===== config.mk =====
export PLATFORM = sky130hd
export DESIGN_NAME = osc_trim_ctl
export DESIGN_NICKNAME = d
export VERILOG_FILES = /design/src/rtl/osc_trim_pkg.sv /design/src/rtl/trim_sfr_reg.sv /design/src/rtl/clkout_pin_mux.sv /design/src/rtl/osc_trim_ctl.sv
export SDC_FILE = /design/constraint.sdc
export NUM_CORES = 1
export LEC_CHECK = 0
export BUFFER_PORTS_ARGS = -buffer_cell sky130_fd_sc_hd__buf_2
export CAP_MARGIN = 20
export CORE_UTILIZATION = 42
export CTS_CLUSTER_SIZE = 14
export DETAILED_ROUTE_END_ITERATION = 6
export GPL_ROUTABILITY_DRIVEN = 1
export GPL_TIMING_DRIVEN = 0
export HOLD_SLACK_MARGIN = 0.05
export PLACE_DENSITY = 0.89
export SETUP_SLACK_MARGIN = 0.4
export SLEW_MARGIN = 30
export SYNTH_ARGS = -nofsm -noshare
export SYNTH_HDL_FRONTEND = slang
export SYNTH_SLANG_ARGS = --single-unit

===== constraint.sdc =====
create_clock -name clk_i -period 2.3 [get_ports clk_i]
set_input_delay 0.46 -clock clk_i [delete_from_list [all_inputs] [get_ports clk_i]]
set_output_delay 0.46 -clock clk_i [all_outputs]
set_load 0.02 [all_outputs]

===== src/rtl/osc_trim_pkg.sv =====
package osc_trim_pkg;
  localparam int unsigned BUS_ADDR_W  = 8;
  localparam int unsigned BUS_DATA_W  = 8;
  localparam int unsigned TRIM_BITS   = 6;
  localparam logic [BUS_ADDR_W-1:0] TRIM_REG_ADDR = 8'h96;

  // Readback packing: reserved bits as zero, enable above the trim field
  function automatic logic [BUS_DATA_W-1:0] pack_readback(
    input logic                 en,
    input logic [TRIM_BITS-1:0] code
  );
    logic [BUS_DATA_W-1:0] v;
    v = '0;
    v[TRIM_BITS-1:0] = code;
    v[TRIM_BITS]     = en;
    return v;
  endfunction
endpackage


===== src/rtl/trim_sfr_reg.sv =====
module trim_sfr_reg
  import osc_trim_pkg::*;
#(
  parameter int unsigned ADDR_W = BUS_ADDR_W,
  parameter int unsigned DATA_W = BUS_DATA_W,
  parameter int unsigned TRIM_W = TRIM_BITS,
  parameter logic [ADDR_W-1:0] REG_ADDR = TRIM_REG_ADDR
) (
  input  logic              clk,
  input  logic              por,
  input  logic [ADDR_W-1:0] addr,
  input  logic              wr,
  input  logic [DATA_W-1:0] wdata,
  input  logic [TRIM_W-1:0] factory,
  output logic              clk_en,
  output logic [TRIM_W-1:0] trim,
  output logic [DATA_W-1:0] rdata
);
  localparam int unsigned EN_BIT = TRIM_W;
  localparam int unsigned RSV_W  = DATA_W - TRIM_W - 1;

  logic hit;
  logic wr_hit;
  assign hit    = (addr == REG_ADDR);
  assign wr_hit = wr && hit;

  // Register state: loaded at power-up reset, otherwise only by a write
  always_ff @(posedge clk) begin
    if (por) begin
      clk_en <= 1'b0;
      trim   <= factory;
    end else if (wr_hit) begin
      clk_en <= wdata[EN_BIT];
      trim   <= wdata[TRIM_W-1:0];
    end
  end

  // Registered read port, zero for foreign addresses
  logic [DATA_W-1:0] rd_q;
  always_ff @(posedge clk) begin
    if (por) rd_q <= '0;
    else     rd_q <= hit ? pack_readback(clk_en, trim) : '0;
  end
  assign rdata = rd_q;

  generate
    if (RSV_W > 0) begin : g_rsv
      logic unused_rsv;
      assign unused_rsv = ^wdata[DATA_W-1:EN_BIT+1];
    end
  endgenerate

  a_r3_no_foreign_write: assert property (@(posedge clk) disable iff (por)
    !wr_hit |=> ($stable(trim) && $stable(clk_en)))
    else $error("R3: register changed without a write to its address");

  a_r9_factory_ignored: assert property (@(posedge clk) disable iff (por)
    (!wr_hit && !$stable(factory)) |=> $stable(trim))
    else $error("R9: factory input leaked into trim");

  a_r5_foreign_read_zero: assert property (@(posedge clk) disable iff (por)
    !hit |=> (rdata == '0))
    else $error("R5: foreign read returned data");

  a_r4_rsv_zero: assert property (@(posedge clk) disable iff (por)
    hit |=> (rdata[DATA_W-1] == 1'b0))
    else $error("R4: reserved bit read as one");
endmodule


===== src/rtl/clkout_pin_mux.sv =====
module clkout_pin_mux (
  input  logic clk,
  input  logic por,
  input  logic clk_en,
  input  logic xtal_busy,
  input  logic port_d,
  output logic pin
);
  logic active;
  logic div_q;
  logic pin_q;

  assign active = clk_en && !xtal_busy;

  // Toggle flip-flop: CCLK/2, parked low while the output is off
  always_ff @(posedge clk) begin
    if (por || !active) div_q <= 1'b0;
    else                div_q <= ~div_q;
  end

  // Registered pin driver
  always_ff @(posedge clk) begin
    if (por) pin_q <= 1'b0;
    else     pin_q <= active ? div_q : port_d;
  end
  assign pin = pin_q;

  a_r6_half_rate: assert property (@(posedge clk) disable iff (por)
    (active && $past(active)) |=> (pin != $past(pin)))
    else $error("R6: pin did not toggle while clock output active");

  a_r6_first_low: assert property (@(posedge clk) disable iff (por)
    $rose(active) |=> (pin == 1'b0))
    else $error("R6: clock output did not start low");

  a_r7_port_follow: assert property (@(posedge clk) disable iff (por)
    !clk_en |=> (pin == $past(port_d)))
    else $error("R7: pin did not follow port data while disabled");

  a_r8_xtal_port: assert property (@(posedge clk) disable iff (por)
    xtal_busy |=> (pin == $past(port_d)))
    else $error("R8: pin did not follow port data with crystal in use");
endmodule


===== src/rtl/osc_trim_ctl.sv =====
module osc_trim_ctl
  import osc_trim_pkg::*;
#(
  parameter int unsigned ADDR_W = BUS_ADDR_W,
  parameter int unsigned DATA_W = BUS_DATA_W,
  parameter int unsigned TRIM_W = TRIM_BITS,
  parameter logic [ADDR_W-1:0] REG_ADDR = TRIM_REG_ADDR
) (
  input  logic              clk_i,
  input  logic              por_i,
  input  logic [ADDR_W-1:0] sfr_addr_i,
  input  logic              sfr_wr_i,
  input  logic [DATA_W-1:0] sfr_wdata_i,
  output logic [DATA_W-1:0] sfr_rdata_o,
  input  logic [TRIM_W-1:0] factory_trim_i,
  input  logic              xtal_in_use_i,
  input  logic              port_data_i,
  output logic              clk_pin_o,
  output logic [TRIM_W-1:0] trim_o
);
  logic clk_en;

  trim_sfr_reg #(
    .ADDR_W(ADDR_W), .DATA_W(DATA_W), .TRIM_W(TRIM_W), .REG_ADDR(REG_ADDR)
  ) u_reg (
    .clk(clk_i), .por(por_i), .addr(sfr_addr_i), .wr(sfr_wr_i),
    .wdata(sfr_wdata_i), .factory(factory_trim_i),
    .clk_en(clk_en), .trim(trim_o), .rdata(sfr_rdata_o)
  );

  clkout_pin_mux u_pin (
    .clk(clk_i), .por(por_i), .clk_en(clk_en), .xtal_busy(xtal_in_use_i),
    .port_d(port_data_i), .pin(clk_pin_o)
  );

  a_r2_write_lands: assert property (@(posedge clk_i) disable iff (por_i)
    (sfr_wr_i && sfr_addr_i == REG_ADDR) |=>
      (trim_o == $past(sfr_wdata_i[TRIM_W-1:0]) && clk_en == $past(sfr_wdata_i[TRIM_W])))
    else $error("R2: write data not stored");

  a_r1_por_load: assert property (@(posedge clk_i) disable iff (por_i)
    $fell(por_i) |-> (trim_o == $past(factory_trim_i) && !clk_en))
    else $error("R1: power-up values wrong");
endmodule


==> impl_metrics.yaml <==
layout:
  final_cell_area_um2: 878.3
  drive_gt1_share_pct: 62.50
  fin_util_pct: 65.06
  antenna_cells: 0
  area_growth_pct: 37.65
  nets: 116
  num-fill-cells: 118
setup_path:
  crit_fanout: 2
  startpoint_type: "register"
  critPathRequiredTime_ns: 1.84
  cp_slowest_cell: "edfxtp_1"
  worst-path-buf-inv: 1
  crit_chain: "buf_2"
  crit_type: "register to output pin"
  slowest_delay_ns: 0.39
  arrival_ns: 0.85
  path_delay_family: "flip-flops"
  crit_path_end_kind: "output pin"
place:
  gp_congestion: 0.6047
  io_buffers: 39
  place_ws_ns: 0.7351
  place_hpwl_um: 931
  placed_area_um2: 852.1
cts:
  clock-sinks: 16
  clk_latency_ns: 0.28
  holdBufCountCts: 0
  numCtsBuffers: 3
  path_clk_slew_ns: 0.09
  cts_tree: "yes"
  htreeDepth: 1
  root_buffer: "clkbuf_4"
  cts_setup_buffers: 0
  cts_resized: 0
  clockBufferDepth: 2
synth:
  syn_nets: 72
  yosysWarnings: 0
  synth_compound_area_share_pct: 0
  synth_cell_types: 16
  yosys.area_share.simple_pct: 23.14
  ys_ff_latch: 16
  synth_xor_xnor_area_share_pct: 0
  synthCells: 45
  synth-adder-area-share_pct: 0
  syn_area_um2: 638.1
  synth_top_family_by_area: "simple AND/OR/NAND/NOR gates"
  yosysSeqAreaShare_pct: 59.61
  syn_avg_cell_area_um2: 14.18
  synth_mux_area_share_pct: 13.73
timing:
  fin_skew_ns: 0.004554
  rsz0062_at_grt: "no"
  slew_viol_final: 0
  fin_crit_ns: 1.308
  finalSetupTns_ns: 0
  finalSetupViolations: 0
  finalWorstSetupSlack_ns: 0.9920
  max_freq_ghz: 0.7645
  hold_viol: 0
  finalCritPeriodShare_pct: 56.87
  hold-worst-slack_ns: 0.4288
route:
  drt-initial-drc-count: 1
  detail_route.wl_per_cell_um: 10.79
  drt-vias-per-instance: 4.612
  drt-pass1-iter-count: 2
  drc: 0
  wl_mm: 1.111
  route.vias.total: 475
  ant_nets: 0
grt:
  grt_pass1_vias: 433
  grt_start_max_net_pins: 11
  grt_pass1_wl_mm: 1.628
  grt_use_total_pct: 15.78
  grt.overflow.total: 0
  antenna_found_initial: 0
floorplan:
  dieHeight_um: 40.98
  core_um2: 1350
  dieArea_um2: 1679
  die_w_um: 40.98
  rows: 13
  start_util_pct: 47.27
  ioPinCount: 42
power_and_ir_drop:
  internal_power_uw: 406.8
  ir_drop_mv: 0.2362
  p_seq_share_pct: 58.8
  clkPwrFrac_pct: 27.4
  p_leak_nw: 0.4248
  combinationalPowerShare_pct: 13.8
  power.switching_uw: 120.8
  p_sw_share_pct: 22.90
  p_per_area_nw_per_um2: 600.6
outcome:
  outcome: "finished, final reports clean"
job:
  maxCapViolations: 0
hold_path:
  hold_path_class: "input pin to register"
## cell type report
class	instances	area, um2	share of cell area, %
well taps	15	18.77	2.137
plain buffers	2	15.01	1.709
clock buffers	3	22.52	2.564
repair buffers	39	195.2	22.22
flip-flops and latches	16	380.4	43.30
inverters	1	3.754	0.4274
clock inverters	1	3.754	0.4274
multi-input cells	26	239.0	27.21
## synth_stat cells (all sizes together)
master    n  share of area, %
buf       2               2.4
dfxtp    10                31
or2       1              0.98
mux2      6                11
and2      7               6.9
conb      1              0.59
edfxtp    6                28
nor3      3               4.9
mux2i     2               3.1
inv       1              0.59
nand2b    3               2.9
nor2      1              0.59
nand4bb   2               6.9
## routing by layer
metal,up-vias,share of wire [%],GRT usage (%)
met5,-,0,0
met4,0,3.9,15.00
met3,5,8.0,2.174
met2,29,51,27.34
met1,204,37,15.82
li1,237,-,-
## per-stage QoR
step                      total power, mW  cells
final                              0.5275    103
after CTS                          0.5328    103
after global placement             0.3881     99
after global routing               0.5507    103
after floorplan                    0.3553     45
after detailed placement           0.3906     99
## power by group through the flow
stage / Sequential (mW) / Combinational [mW] / Clock (mW)
final: 0.310 / 0.0729 / 0.144
after global routing: 0.312 / 0.0790 / 0.160
after CTS: 0.310 / 0.0738 / 0.149
after detailed placement: 0.317 / 0.0735 / 0
after global placement: 0.317 / 0.0715 / 0
after floorplan: 0.331 / 0.0239 / 0
## registers in the layout, indices dropped and copies added, names as in the netlist
| signal | count |
|---|---|
| u_reg.clk_en | 1 |
| u_pin.div_q | 1 |
| u_pin.pin | 1 |
| u_reg.rdata | 7 |
| u_reg.trim | 6 |
## cell families after synthesis
| family | Yosys count |
|---|---|
| AND/OR/NAND/NOR | 17 |
| multiplexers | 8 |
| other | 1 |
| buffers and inverters | 3 |
| flip-flops | 16 |
## layout by cell type (no fill, tap or decap)
master / n
mux2i_1: 2
inv_1: 1
conb_1: 1
dfxtp_1: 10
buf_2: 39
nand4bb_2: 1
or2_2: 1
clkinv_1: 1
nor3_2: 1
buf_4: 2
nand4bb_4: 1
nand2b_1: 3
and2_1: 7
clkbuf_4: 3
nor3_4: 1
nor2_1: 1
mux2_2: 6
edfxtp_1: 6
nor3_1: 1
## path summary, 6_finish.rpt
check	cells after the start	slack (ns)	end	startpoint
max	1	0.99	trim_o[0]	u_reg.trim[0]
min	3	0.43	u_pin.pin	port_data_i
max reg2reg	3	1.51	u_pin.pin	u_reg.clk_en
min reg2reg	1	0.44	u_pin.div_q	u_pin.div_q
No activity file was read; power rests on OpenSTA's default activity.
